`src/rtl/bgs_pkg.sv`:
```
package bgs_pkg;
  // Channel index layout: pair selects the colour row, phase the column.
  typedef struct packed {
    logic pair;
    logic phase;
  } chan_sel_t;
endpackage

```
`src/rtl/bgs_fall_det.sv`:
```
module bgs_fall_det (
  input  logic clk,
  input  logic rst,
  input  logic sig,
  output logic fall
);
  logic sig_q;

  always_ff @(posedge clk) begin
    if (rst) sig_q <= 1'b0;
    else     sig_q <= sig;
  end

  assign fall = sig_q & ~sig;
endmodule

```
`src/rtl/bgs_gain_bank.sv`:
```
module bgs_gain_bank #(
  parameter int unsigned GAIN_W = 9,
  parameter int unsigned NUM_CH = 4
) (
  input  logic                     clk,
  input  logic                     rst,
  input  logic                     load,
  input  logic [NUM_CH*GAIN_W-1:0] gain_in,
  output logic [NUM_CH*GAIN_W-1:0] gain_eff,
  output logic [NUM_CH*GAIN_W-1:0] shadow
);
  for (genvar k = 0; k < NUM_CH; k++) begin : g_ch
    localparam int unsigned LO = k * GAIN_W;

    always_ff @(posedge clk) begin
      if (rst)       shadow[LO +: GAIN_W] <= '0;
      else if (load) shadow[LO +: GAIN_W] <= gain_in[LO +: GAIN_W];
    end

    // A strobe in the capture cycle already uses the incoming word.
    assign gain_eff[LO +: GAIN_W] = load ? gain_in[LO +: GAIN_W]
                                         : shadow[LO +: GAIN_W];
  end
endmodule

```
`src/rtl/bgs_pattern.sv`:
```
module bgs_pattern
  import bgs_pkg::*;
(
  input  logic      clk,
  input  logic      rst,
  input  logic      vd_fall,
  input  logic      hd_fall,
  input  logic      hc_rst,
  input  logic      pix_en,
  output chan_sel_t sel_eff
);
  logic pair_q;
  logic phase_q;
  logic pair_eff;
  logic phase_eff;

  // Field start beats line start; counter reset realigns the column.
  always_comb begin
    if (vd_fall)      pair_eff = 1'b0;
    else if (hd_fall) pair_eff = ~pair_q;
    else              pair_eff = pair_q;
    phase_eff = hc_rst ? 1'b0 : phase_q;
  end

  always_ff @(posedge clk) begin
    if (rst) begin
      pair_q  <= 1'b0;
      phase_q <= 1'b0;
    end else begin
      pair_q  <= pair_eff;
      phase_q <= pix_en ? ~phase_eff : phase_eff;
    end
  end

  assign sel_eff = '{pair: pair_eff, phase: phase_eff};
endmodule

```
`src/rtl/bayer_gain_steer.sv`:
```
module bayer_gain_steer
  import bgs_pkg::*;
#(
  parameter int unsigned GAIN_W = 9
) (
  input  logic              clk,
  input  logic              rst,
  input  logic              pix_en,
  input  logic              vd,
  input  logic              hd,
  input  logic              hc_rst,
  input  logic              steer_en,
  input  logic [4*GAIN_W-1:0] gain_in,
  output logic [GAIN_W-1:0] gain_out,
  output logic [1:0]        chan_out
);
  localparam int unsigned NUM_CH = 4;
  localparam int unsigned BUS_W  = NUM_CH * GAIN_W;

  logic             vd_fall;
  logic             hd_fall;
  logic [BUS_W-1:0] gain_eff;
  logic [BUS_W-1:0] shadow_flat;
  chan_sel_t        sel_eff;
  logic [1:0]       nxt_chan;
  logic [GAIN_W-1:0] gain_arr [NUM_CH];

  bgs_fall_det u_vd_det (.clk(clk), .rst(rst), .sig(vd), .fall(vd_fall));
  bgs_fall_det u_hd_det (.clk(clk), .rst(rst), .sig(hd), .fall(hd_fall));

  bgs_gain_bank #(.GAIN_W(GAIN_W), .NUM_CH(NUM_CH)) u_bank (
    .clk(clk), .rst(rst), .load(vd_fall), .gain_in(gain_in),
    .gain_eff(gain_eff), .shadow(shadow_flat)
  );

  bgs_pattern u_pat (
    .clk(clk), .rst(rst), .vd_fall(vd_fall), .hd_fall(hd_fall),
    .hc_rst(hc_rst), .pix_en(pix_en), .sel_eff(sel_eff)
  );

  for (genvar k = 0; k < NUM_CH; k++) begin : g_arr
    assign gain_arr[k] = gain_eff[k*GAIN_W +: GAIN_W];
  end

  assign nxt_chan = steer_en ? sel_eff : 2'd0;

  always_ff @(posedge clk) begin
    if (rst) begin
      chan_out <= 2'd0;
      gain_out <= '0;
    end else if (pix_en) begin
      chan_out <= nxt_chan;
      gain_out <= gain_arr[nxt_chan];
    end
  end
endmodule

```
`config.mk`:
```
export PLATFORM = sky130hd
export DESIGN_NAME = bayer_gain_steer
export DESIGN_NICKNAME = d
export VERILOG_FILES = /design/src/rtl/bgs_pkg.sv /design/src/rtl/bgs_fall_det.sv /design/src/rtl/bgs_gain_bank.sv /design/src/rtl/bgs_pattern.sv /design/src/rtl/bayer_gain_steer.sv
export SDC_FILE = /design/constraint.sdc
export NUM_CORES = 1
export LEC_CHECK = 0
export BUFFER_PORTS_ARGS = -buffer_cell sky130_fd_sc_hd__buf_4
export CORE_MARGIN = 4
export CORE_UTILIZATION = 53
export DETAILED_ROUTE_END_ITERATION = 10
export PLACE_DENSITY_LB_ADDON = 0.05
export SYNTH_ARGS = -nofsm -noshare
export SYNTH_HDL_FRONTEND = slang
export SYNTH_HIERARCHICAL = 1
export SYNTH_SLANG_ARGS = --single-unit
```
`constraint.sdc`:
```
create_clock -name clk -period 2.32 [get_ports clk]
set_input_delay 0.464 -clock clk [delete_from_list [all_inputs] [get_ports clk]]
set_output_delay 0.464 -clock clk [all_outputs]
set_load 0.05 [all_outputs]
```
# Word-level counts from Yosys, hierarchy flattened
# Cells that the tools add are included.
[totals] ff_bits=51 in_bits=43 wordCells=30 output_inout_bits=11
[classes] magnitude_cmp=1 mux=12 n_bitwise=7
[ops] operator="9-bit 2-to-1 mux" n=6
[ops] operator="9-bit binary-select mux with 2-bit select" n=1
[ops] operator="1-bit 2-to-1 mux" n=4
[ops] operator="1-bit inverter" n=4
[ops] operator="3-bit >= comparator (second input constant)" n=1
[ops] operator="2-bit inverter with 3-bit output" n=1
[ops] operator="1-bit bitwise AND" n=2
[ops] operator="2-bit 2-to-1 mux" n=1

# Depth between registers and ports, before layout
# Gate-level depths: netlist of the first run.
[logic_depth] word_depth=9 ltp_mapped=8 depth_no_buf=6

# Cells and area by module
# Netlist of the first run, hierarchy kept.
[modules_own_cells] module="bgs_gain_bank" seq_area_each_um2=720.7 n_inst=1 cells_per_inst=115 area_each_um2=1520.2
[modules_own_cells] module="bayer_gain_steer" seq_area_each_um2=220.2 n_inst=1 cells_per_inst=70 area_each_um2=646.9
[modules_own_cells] module="bgs_pattern" seq_area_each_um2=40.0 n_inst=1 cells_per_inst=11 area_each_um2=111.4
[modules_own_cells] module="bgs_fall_det" seq_area_each_um2=20.0 n_inst=2 cells_per_inst=3 area_each_um2=35.0

# Worst setup path after synthesis of the first run
# Ideal clock, no wire load.
[synth_timing] path_type="input port to flip-flop" from="input port vd" to="register gain_out[0]" setup_slack_ns=0.511 setup_time_ns=0.147 required_ns=2.173 path_buffers=2 stages=7 arrival_ns=1.661 cell_sequence="nor2b_1 > buf_6 > buf_6 > mux2_4 > nor2b_1 > a211oi_1 > a2111oi_2"
[synth_between] elab_cells_between_ends=12 classes_between="mux: 9; bitwise: 3"
[synth_rtl] element="start, declared" line_no="bayer_gain_steer.sv:9" rtl="input logic vd,"
[synth_rtl] element="1-bit inverter" line_no="bgs_fall_det.sv:14" rtl="assign fall = sig_q & ~sig;"
[synth_rtl] element="1-bit bitwise AND" line_no="bgs_fall_det.sv:14"
[synth_rtl] element="9-bit 2-to-1 mux" line_no="bgs_gain_bank.sv:21" rtl="assign gain_eff[LO +: GAIN_W] = load ? gain_in[LO +: GAIN_W]"
[synth_rtl] element="via gain_eff[18]" line_no="bayer_gain_steer.sv:22" rtl="logic [BUS_W-1:0] gain_eff;"
[synth_rtl] element="9-bit binary-select mux with 2-bit select" line_no="bayer_gain_steer.sv:53" rtl="gain_out <= gain_arr[nxt_chan];"
[synth_rtl] element="9-bit 2-to-1 mux (not written as such) (2 in series)" line_no="bayer_gain_steer.sv:53"
[synth_rtl] element="end signal, assigned" line_no="bayer_gain_steer.sv:53"
[synth_rtl] element="end, declared" line_no="bayer_gain_steer.sv:14" rtl="output logic [GAIN_W-1:0] gain_out,"
# The timed path passes the listed nets, and every way through them passes these cells. The select of a mux whose other input is x is not followed.
# A chain may end at the register's enable or synchronous reset.

==> results by stage, run 1 <==
Worst setup path:
- The cell family contributing the most delay on the critical path is compound AO/OA/AOI/OAI gates.
- The slowest stage cell on the critical path is sky130_fd_sc_hd__a2111oi_2.
- Data arrives at the worst endpoint at 2010 ps.
- Walking the worst path, the cells encountered are nor2b_4 -> buf_12 -> nor2_1 -> o21a_1 -> o22ai_1 -> a2111oi_2.
- At the worst endpoint, the required time is 2520 ps.
- The number of buffers and inverters on the critical path is 1.
- The element type at the critical path start is a flip-flop.
- The kind of end point of the critical path is a flip-flop.
- The largest incremental delay on the critical path is 370 ps.
- The largest fanout on the critical path is 38.
- The critical path is of the flip-flop to flip-flop type.

Placement:
- Routability-driven placement finished with a final weighted congestion of 0.781.
- Once detailed placement completed, the half-perimeter wirelength came to 3320 um.
- The count of buffers from port buffering is 53.

Clocking:
- The worst-case clock buffer depth is 2.
- After clock tree synthesis, the flow added hold-fix buffers numbering 0.
- The clock buffer count from CTS is 5.
- The insertion delay to the later sink of the worst-skew pair is 300 ps.
- The H-tree depth is 2.
- After clock tree synthesis, the clock-pin slew on the worst setup and hold paths is 90 ps.
- The CTS root buffer is sky130_fd_sc_hd__clkbuf_8.
- The clock drives 51 sinks.
- The count of instances resized after the clock tree is built is 0.
- The TritonCTS clock tree is done.
- The buffer count from post-CTS setup fixing is 0.

Timing:
- The slew at the pin closest to its max-slew limit is 567 ps.
- The number of hold violations in the final report came to 0.
- The number of pins with negative max-slew slack in the final report was 0.
- The number of failing setup endpoints in the final timing report is 0.
- The setup TNS after final layout is 0 ps.
- In this run the tightest slew margin relative to its limit is 62.2%.
- Setup repair after global routing left no endpoint under its margin.
- Timing would allow up to 551 MHz.
- Across the routed clock network, the largest skew measured is 6.85 ps.
- The final critical path time including I/O delays and setup is 1820 ps.
- The final critical-path share of the clock period is 78.3%.

Synth:
- The flip-flop and latch count after synthesis is 51.
- The synthesized netlist contains 22 unique library cells.
- The synthesized netlist occupies a cell area of 2350 um2.
- When the netlist entered floorplanning its net count stood at 245.
- The cell count after synthesis came out at 202.
- After synthesis, flip-flops and latches occupy 43.5% of the total area.
- The Yosys warning count is 6.
- The mean post-synth cell area is 11.6 um2.

Global route:
- The initial antenna violation count is 0.
- The largest net degree at the start of global routing is 53.
- The total track usage is 17.7%.
- The first global-routing pass estimated 7540 um of wire.
- Summed over all layers, the global routing overflow is 0.
- The number of global-route vias before repair is 1640.

Finish:
- The final layout contains 292 nets.
- The antenna cell count is 0.
- The fraction of final layout cells with drive strength greater than 1 is 45.2%.
- For this run, the share of the core covered by cells in the final layout is 69.5%.
- The layout overhead on the synthesized area is 22.6%.

Route:
- The detail route stage leaves a number of antenna-violating nets equal to 0.
- The DRC violation count after routing is 0.
- The per-cell routed wire length is 15.5 um.
- Summed over all layers, the routed wires come to 4650 um.
- The overall via count from detail_route is 1588.
- For this run, the detailed router's first-pass iteration total came to 4.
- The detail-routed via count per cell is 5.29.
- The initial detailed-routing violation count is 108.

Die:
- The core box area is 4140 um2.
- The initial core utilization is 56.7%.
- The number of rows in the core area is 23.
- The die footprint is 5560 um2.
- The overall die height is 74.6 um.
- In this run the horizontal extent of the chip is 74.6 um.
- In this run the count of I/O pins placed on the die edge is 54.

Pwr:
- The design draws 1.96 mW.
- The power density normalized to cell area is 682 nW/um2.
- IR analysis of the VDD net gives a maximum drop of 0.431 mV.
- For this design the static power due to leakage is 1.19 nW.

Hold path:
- The worst hold path class is input port to flip-flop.

Outcome:
- The run finished with clean final reports.

Flow run:
- The number of violations of the max-capacitance limit is 0.
kinds of logic after synthesis:
group,count (synthesis),synth area share [%]
multiplexers,37,22.7
AND/OR/NAND/NOR,68,17.4
XOR/XNOR,1,0.373
buffers and inverters,15,4.31
AO/OA/AOI/OAI,30,11.8
flip-flops,51,43.5
sequential cells by signal, summed over array words and instances (netlist names):
name / count
u_pat/phase_q: 1
u_bank/shadow: 36
u_pat/pair_q: 1
u_hd_det/sig_q: 1
u_vd_det/sig_q: 1
chan_out: 2
gain_out: 9
through the flow:
step | worst slack (ps) | cell area (um2) | hold slack, ps | std cells
2_1_floorplan | 511 | 2350 | 517 | 202
3_3_place_gp | 366 | 2740 | 462 | 292
3_5_place_dp | 270 | 2740 | 469 | 292
4_1_cts | 468 | 2880 | 367 | 300
5_1_grt | 277 | 2880 | 372 | 300
6_report | 504 | 2880 | 375 | 300
path summary, 6_finish.rpt:
check | startpoint | endpoint | slack, ps | cells after the start
setup / recovery | u_vd_det/sig_q | gain_out[8] | 500 | 6
hold reg to reg | chan_out[1] | chan_out[1] | 480 | 2
hold / removal | hd | u_hd_det/sig_q | 370 | 2
setup reg to reg | u_vd_det/sig_q | gain_out[8] | 500 | 6
per-layer routing:
layer | track usage, % | vias to the layer above | wire (um)
met3 | 2.97 | 10 | 270
met5 | 0 | - | 0
met4 | 7.31 | 0 | 96
li1 | - | 802 | -
met1 | 22.6 | 738 | 2090
met2 | 29.6 | 38 | 2190
power breakdown:
group / switching [mW] / internal [mW] / total, mW
sequential: 0.0146 / 0.912 / 0.927
clock: 0.289 / 0.430 / 0.719
combinational: 0.154 / 0.163 / 0.317
total: 0.458 / 1.50 / 1.96
cells in the mapped netlist, drive strengths merged:
master	n	share of area (%)
nand2b	2	0.53
nand3	2	0.43
a2111oi	9	5.8
nor2b	51	14
xnor2	1	0.37
nand3b	1	0.32
buf	11	3.7
o22ai	9	2.4
clkbuf	4	0.64
o21a	1	0.32
mux2	37	23
nor2	11	1.8
a211oi	9	2.9
dfxtp	51	43
a21oi	2	0.43
nor3	1	0.21
cell type report:
class / count / area, um2
sequential: 51 / 1020
timing repair buffer: 55 / 425
tap: 50 / 62.6
multi-input combinational: 136 / 1230
fill: 317 / 1260
clock buffer: 5 / 68.8
clock inverter: 3 / 67.6
cells in the final DEF, fill, tap and decap left out:
master / n
sky130_fd_sc_hd__a2111oi_2: 9
sky130_fd_sc_hd__a211oi_1: 9
sky130_fd_sc_hd__a21oi_1: 2
sky130_fd_sc_hd__buf_12: 1
sky130_fd_sc_hd__buf_4: 54
sky130_fd_sc_hd__bufinv_16: 2
sky130_fd_sc_hd__clkbuf_8: 5
sky130_fd_sc_hd__clkinvlp_4: 1
sky130_fd_sc_hd__dfxtp_1: 51
sky130_fd_sc_hd__mux2_2: 6
sky130_fd_sc_hd__mux2_4: 31
sky130_fd_sc_hd__nand2b_1: 2
sky130_fd_sc_hd__nand3_1: 2
sky130_fd_sc_hd__nand3b_1: 1
sky130_fd_sc_hd__nor2_1: 11
sky130_fd_sc_hd__nor2b_1: 47
sky130_fd_sc_hd__nor2b_2: 2
sky130_fd_sc_hd__nor2b_4: 2
sky130_fd_sc_hd__nor3_1: 1
sky130_fd_sc_hd__o21a_1: 1
sky130_fd_sc_hd__o22ai_1: 9
sky130_fd_sc_hd__xnor2_1: 1
Note: power is estimated with default switching activity, not from simulation.
==> run 2: changes to the inputs <==
- CORE_UTILIZATION: 53 -> 48
- clock period: 2.32 -> 1.55 ns (I/O delays scaled with it)
==> run 2 against run 1 <==
  * The run now ends with setup timing left
  * Global-route usage down 1.4 points
  * Power grew 37%
  * Worst hold slack lost 140 ps
  * Combinational power grew 69%
  * Non-clock buffer count rose by 14
  * Final cell count up 10%
  * Sequential share of layout area is 2.3 points lower
  * First-iteration DRC count shrank 49%
  * Largest power group unchanged
==> results by stage, run 2 (synthesis gave the netlist of run 1 again) <==
Clocking:
- The H-tree depth came to 2 (unchanged).
- The CTS root buffer is sky130_fd_sc_hd__clkbuf_8 (unchanged).
- The TritonCTS clock tree is done (unchanged).
- The total clock sinks is 51 (unchanged).
- The clock buffer count from CTS is 5 (unchanged).
- The worst-case clock buffer depth came to 2 (unchanged).
- The clock slew at the register clock pins of the worst setup and hold paths is 90 ps (about the same).
- The quantity of hold-fixing buffers added after cts was 0 (unchanged).
- The insertion delay to the later sink of the worst-skew pair is 300 ps (about the same).

Outcome:
- The final reports fail on setup timing.
- Status: finished, violations left (was finished, final reports clean).

Placement:
- The count of buffers from port buffering is 53 (unchanged).
- The post-place setup slack is -228 ps (was 270 ps).
- The detailed-placement wirelength estimate is 3460 um (was 3320 um).
- The final weighted congestion in routability-driven placement is 0.695 (was 0.781).

Route:
- The detail-routed via count per cell came to 4.92 (was 5.29).
- The DRC violation count after routing is 0 (unchanged).
- The remaining number of nets flagged by the antenna check after routing came to 0 (unchanged).
- The per-cell routed wire length is 14.5 um (was 15.5 um).
- The overall via count from detail_route was 1623 (was 1588).
- The initial detailed-routing violation count is 55 (was 108).
- The length of the first detailed-routing pass in iterations was 4 (unchanged).
- The routed wire length is 4780 um (was 4650 um).

Worst setup path:
- The path type of the worst setup path is flip-flop to flip-flop (unchanged).
- The source of the critical timing path is u_vd_det/sig_q (unchanged).
- The startpoint of the lowest-slack register-to-register path is u_vd_det/sig_q (unchanged).
- The required time of the critical path came to 1730 ps (was 2520 ps).
- The largest fanout on the critical path is 18 (was 38).
- The arrival time of the worst setup path was 1770 ps (was 2010 ps).
- The element type at the critical path start was a flip-flop (unchanged).
- The kind of end point of the critical path is a flip-flop (unchanged).

Die:
- The overall die height is 77.9 um (was 74.6 um).
- The number of rows in the core area is 25 (was 23).
- The number of top-level pins is 54 (unchanged).
- The initial core utilization is 49.7% (was 56.7%).
- The die footprint is 6080 um2 (was 5560 um2).
- The overall die width is 77.9 um (was 74.6 um).
- The core box area was 4720 um2 (was 4140 um2).

Timing:
- The slew at the pin closest to its max-slew limit is 364 ps (was 567 ps).
- The final critical-path share of the clock period came to 102% (was 78.3%).
- The number of pins with negative max-slew slack in the final report is 0 (unchanged).
- Setup repair after global routing missed its margin: yes (was no).
- The number of hold violations in the final report was 0 (unchanged).
- The setup TNS after final layout was -120 ps (was 0 ps).
- The timing-limited maximum frequency came to 630 MHz (was 551 MHz).
- The number of failing setup endpoints in the final timing report is 6 (was 0).
- The remaining max-slew budget at the tightest pin came to 75.7% (was 62.2%).
- The setup slack after layout is -36.5 ps (was 504 ps).
- The worst-case clock skew is 7.06 ps (was 6.85 ps).
- The final critical path time including I/O delays and setup is 1590 ps (was 1820 ps).

Finish:
- Largest registers: u_bank/shadow: 36 flops, gain_out: 9 flops, chan_out: 2 flops (unchanged).
- The most common cell after layout, fill and taps aside is sky130_fd_sc_hd__buf_4 (unchanged).
- Leading cell types in the layout, fill and taps excluded: sky130_fd_sc_hd__buf_4 (64), sky130_fd_sc_hd__dfxtp_1 (50), sky130_fd_sc_hd__nor2b_1 (45) (was sky130_fd_sc_hd__buf_4 (54), sky130_fd_sc_hd__dfxtp_1 (51), sky130_fd_sc_hd__nor2b_1 (47)).
- The total number of nets in the final design is 306 (was 292).
- The antenna cell count is 0 (unchanged).
- The core occupancy in the finished layout is 65.3% (was 69.5%).
- The fraction of final layout cells with drive strength greater than 1 was 53.2% (was 45.2%).
- The register name with the most flops is u_bank/shadow (unchanged).
- The layout overhead on the synthesized area is 31.3% (was 22.6%).
- The number of flip-flops in the largest register is 36 (unchanged).

Global route:
- The number of global-route vias before repair came to 1587 (was 1640).
- The global-route wire length before repair came to 7780 um (was 7540 um).
- The total track usage came to 16.3% (was 17.7%).
- The initial antenna violation count is 0 (unchanged).
- The remaining global-route overflow is 0 (unchanged).
- The largest net degree at the start of global routing is 30 (was 53).

Pwr:
- The largest voltage drop on the vdd net is 0.562 mV (was 0.431 mV).
- The power density normalized to cell area is 872 nW/um2 (was 682 nW/um2).
- The leakage power is 1.28 nW (was 1.19 nW).

Flow run:
- The number of violations of the max-capacitance limit is 0 (unchanged).

Hold path:
- The worst hold path class is input port to flip-flop (unchanged).
- The hold path startpoint is hd (unchanged).
run 2: cell count changes in the layout (fill, tap and decap cells not counted), sizes merged:
cell and delta:
bufinv -2, buf +14, clkbuf +1, clkinv +1, clkinvlp -1
run 2: area by class of cell:
| type | instances | area (um2) |
|---|---|---|
| clock buffer | 6 | 82.6 |
| sequential | 51 | 1020 |
| timing repair buffer | 69 | 581 |
| fill | 399 | 1640 |
| multi-input combinational | 136 | 1310 |
| clock inverter | 1 | 5.00 |
| tap | 67 | 83.8 |
run 2: what timing repair did:
action	4_1_cts	5_1_grt
endpoints found under the setup margin	9	9
setup buffers	1	2
endpoints found under the hold margin	0	0
pin swaps	0	6
resized for setup	9	6
run 2: where the power goes:
| part | internal [mW] | leakage [nW] | total, mW | switching (mW) |
|---|---|---|---|---|
| Combinational | 0.285 | 0.816 | 0.537 | 0.251 |
| Clock | 0.351 | 0.0470 | 0.766 | 0.415 |
| Sequential | 1.37 | 0.417 | 1.39 | 0.0216 |
| Total | 2.00 | 1.28 | 2.69 | 0.688 |
run 2: path summary, 6_finish.rpt:
kind	endpoint	slack, ps	cells past startpoint
worst min-delay path	u_hd_det/sig_q	230	2
worst max register to register	gain_out[8]	-40	6
worst min register to register	chan_out[1]	480	2
worst max-delay path	gain_out[8]	-40	6
run 2: worst max-delay path: stages (launching register included):
cell	delay [ps]
sky130_fd_sc_hd__dfxtp_2	320
sky130_fd_sc_hd__nor2b_4	160
sky130_fd_sc_hd__buf_12	190
sky130_fd_sc_hd__buf_4	130
sky130_fd_sc_hd__mux2_2	330
sky130_fd_sc_hd__a211oi_1	280
sky130_fd_sc_hd__a2111oi_2	60
run 2: layer usage:
metal / vias to the layer above / global-route usage (%) / wire length (um)
met5: - / 0 / 0
met4: 0 / 4.20 / 51
met3: 6 / 4.52 / 254
met2: 38 / 24.8 / 2140
met1: 756 / 22.6 / 2340
li1: 823 / - / -
run 2: metrics by stage:
step	instance area, um2	cells	hold WS (ps)	power, mW
6_report	3080	330	233	2.69
4_1_cts	3040	328	226	2.70
3_5_place_dp	2900	320	462	1.93
2_1_floorplan	2350	202	376	1.74
5_1_grt	3080	330	232	2.81
3_3_place_gp	2900	320	459	1.92
==> run 3: changes to the inputs <==
- RECOVER_POWER: not set -> 100
==> run 3 against run 2 <==
  * The run still ends with setup timing left
  * Utilization down 1.9 points
  * Clock skew hardly changed
  * Critical endpoint is now gain_out[6]
  * Power is 1.9% lower
  * Register-to-register slack barely moved
  * Largest power group unchanged
  * Sequential power hardly changed
  * Final cell count unchanged
  * Worst hold slack barely moved
==> results by stage, run 3 (synthesis gave the netlist of run 1 again) <==
Outcome:
- Status: finished, violations left (unchanged).
- Violations in the final reports: setup timing (unchanged).

Pwr:
- The sequential group share of total power is 52.5% (was 51.6%).
- The power consumption was 2.64 mW (was 2.69 mW).
- The power density normalized to cell area was 882 nW/um2 (was 872 nW/um2).
- The fraction of power spent switching nets was 25.5% (was 25.6%).
- The leakage power is 1.26 nW (was 1.28 nW).
- The design internal power is 1.97 mW (was 2.00 mW).
- The switching power total is 672 uW (was 688 uW).
- The combinational fraction of design power is 18.9% (was 19.9%).
- The clock group share of total power was 28.6% (was 28.5%).
- The largest voltage drop on the vdd net is 0.558 mV (was 0.562 mV).

Placement:
- The final weighted congestion in routability-driven placement was 0.695 (unchanged).
- The number of placed cells counting well taps came to 320 (unchanged).
- The detailed-placement wirelength estimate is 3460 um (unchanged).
- The count of buffers from port buffering is 53 (unchanged).
- The post-place setup slack was -228 ps (unchanged).
- The area of placed instances is 2900 um2 (unchanged).

Global route:
- The total track usage is 16.3% (unchanged).
- The number of global-route vias before repair is 1587 (unchanged).
- The largest net degree at the start of global routing is 30 (unchanged).
- The remaining global-route overflow is 0 (unchanged).
- The initial antenna violation count came to 0 (unchanged).
- The global-route wire length before repair was 7780 um (unchanged).

Clocking:
- The worst-case clock buffer depth was 2 (unchanged).
- The insertion delay to the later sink of the worst-skew pair is 300 ps (about the same).
- The CTS root buffer is sky130_fd_sc_hd__clkbuf_8 (unchanged).
- The clock buffer count from CTS is 5 (unchanged).
- The TritonCTS clock tree was done (unchanged).
- The total clock sinks is 51 (unchanged).
- The H-tree depth was 2 (unchanged).
- The clock slew at the register clock pins of the worst setup and hold paths is 80 ps (was 90 ps).

Finish:
- The most common cell after layout, fill and taps aside is sky130_fd_sc_hd__buf_4 (unchanged).
- The total number of nets in the final design is 306 (unchanged).
- The number of flip-flops in the largest register is 36 (unchanged).
- The layout overhead on the synthesized area came to 27.4% (was 31.3%).
- The fraction of final layout cells with drive strength greater than 1 is 45.2% (was 53.2%).
- The antenna cell count is 0 (unchanged).
- Leading cell types in the layout, fill and taps excluded: sky130_fd_sc_hd__buf_4 (51), sky130_fd_sc_hd__dfxtp_1 (50), sky130_fd_sc_hd__nor2b_1 (45) (was sky130_fd_sc_hd__buf_4 (64), sky130_fd_sc_hd__dfxtp_1 (50), sky130_fd_sc_hd__nor2b_1 (45)).
- The number of standard cells in the final layout excluding fillers came to 330 (unchanged).
- The sequential standard cell area is 1020 um2 (unchanged).
- The layout filler cell count came to 426 (was 399).
- The area of all placed cells without fillers was 2990 um2 (was 3080 um2).
- Largest registers: u_bank/shadow: 36 flops, gain_out: 9 flops, chan_out: 2 flops (unchanged).
- The register name with the most flops is u_bank/shadow (unchanged).
- The multi-input gate area in the final layout was 1250 um2 (was 1310 um2).

Die:
- The overall die height is 77.9 um (unchanged).
- The initial core utilization is 49.7% (unchanged).
- The core box area is 4720 um2 (unchanged).
- The die footprint is 6080 um2 (unchanged).
- The number of rows in the core area was 25 (unchanged).
- The overall die width is 77.9 um (unchanged).
- The number of top-level pins is 54 (unchanged).

Route:
- The length of the first detailed-routing pass in iterations is 4 (unchanged).
- The remaining number of nets flagged by the antenna check after routing was 0 (unchanged).
- The routed length on met1 is 2260 um (was 2340 um).
- The routed wire length came to 4670 um (was 4780 um).
- The per-cell routed wire length came to 14.2 um (was 14.5 um).
- The detail-routed via count per cell is 4.93 (was 4.92).
- The top layer used by detailed routing is met4 (unchanged).
- The initial detailed-routing violation count is 51 (was 55).
- The overall via count from detail_route was 1626 (was 1623).
- The DRC violation count after routing is 0 (unchanged).
- The amount of wire on met3 after detailed routing is 232 um (was 254 um).
- The amount of wire on met2 after detailed routing is 2130 um (was 2140 um).

Worst setup path:
- The critical path's most frequent cell is sky130_fd_sc_hd__buf_12.
- CP Cell Sequence: nor2b_4 -> buf_12 -> buf_12 -> mux2_1 -> a211oi_1 -> a2111oi_2 (was nor2b_4 -> buf_12 -> buf_4 -> mux2_2 -> a211oi_1 -> a2111oi_2).
- The largest incremental delay on the critical path came to 340 ps (was 330 ps).
- The element type at the critical path start is a flip-flop (unchanged).
- The slowest stage cell on the critical path is sky130_fd_sc_hd__mux2_1 (was sky130_fd_sc_hd__mux2_2).
- The required time of the critical path is 1720 ps (was 1730 ps).
- The largest fanout on the critical path is 18 (unchanged).
- The arrival time of the worst setup path is 1770 ps (about the same).
- The buffers plus inverters on the worst setup path is 2 (unchanged).
- The cell family contributing the most delay on the critical path is compound AO/OA/AOI/OAI gates (unchanged).
- The path type of the worst setup path was flip-flop to flip-flop (unchanged).
- The kind of end point of the critical path is a flip-flop (unchanged).

Hold path:
- The worst hold path class is input port to flip-flop (unchanged).

Timing:
- The timing-limited maximum frequency came to 626 MHz (was 630 MHz).
- The number of failing setup endpoints in the final timing report is 7 (was 6).
- The worst-case clock skew is 7.28 ps (was 7.06 ps).
- The number of hold violations in the final report came to 0 (unchanged).
- Setup repair after global routing missed its margin: yes (unchanged).
- The final critical path time including I/O delays and setup is 1600 ps (was 1590 ps).
- The number of pins with negative max-slew slack in the final report is 0 (unchanged).
- The slew at the pin closest to its max-slew limit is 593 ps (was 364 ps).
- The final critical-path share of the clock period is 103% (was 102%).
- The remaining max-slew budget at the tightest pin is 60.5% (was 75.7%).
- The setup slack after layout came to -47.4 ps (was -36.5 ps).

Flow run:
- The number of violations of the max-capacitance limit was 0 (unchanged).
run 3: per-stage QoR:
step           util [%]  setup TNS [ps]  hold WS (ps)
2_1_floorplan         -            -348           376
3_3_place_gp       61.3           -1720           459
3_5_place_dp       61.3           -1880           462
4_1_cts            64.3            -447           226
5_1_grt            63.3            -991           232
6_report           63.3            -140           234
run 3: area by class of cell:
class / count / area share, %
multi-input cells: 136 / 41.7
flip-flops and latches: 51 / 34.2
repair buffers: 69 / 18.4
well taps: 67 / 2.80
clock buffers: 6 / 2.76
clock inverters: 1 / 0.167
run 3: repair_timing:
action	CTS	global route
pin swaps	0	6
setup buffers	1	2
setup endpoints to repair	9	9
gates resized for setup	9	6
cloned	0	0
hold endpoints to repair	0	0
hold buffers	0	0
run 3: path summary, 6_finish.rpt:
kind                                        to  slack [ps]  depth (start not counted)      startpoint
worst min-delay path            u_hd_det/sig_q         230                          2              hd
worst max-delay path               gain_out[6]         -50                          6  u_vd_det/sig_q
worst max register to register     gain_out[6]         -50                          6  u_vd_det/sig_q
worst min register to register     chan_out[1]         480                          2     chan_out[1]
run 3: power by group through the flow:
stage	clock network, mW	registers, mW	logic [mW]
floorplan	0	1.48	0.262
global placement	0	1.42	0.508
detailed placement	0	1.42	0.511
CTS	0.786	1.39	0.530
global route	0.839	1.39	0.541
finish	0.756	1.39	0.498
run 3: per-layer routing:
layer / vias up / track usage, %
met5: - / 0
met4: 0 / 4.20
met3: 6 / 4.52
met2: 34 / 24.8
met1: 760 / 22.6
li1: 826 / -
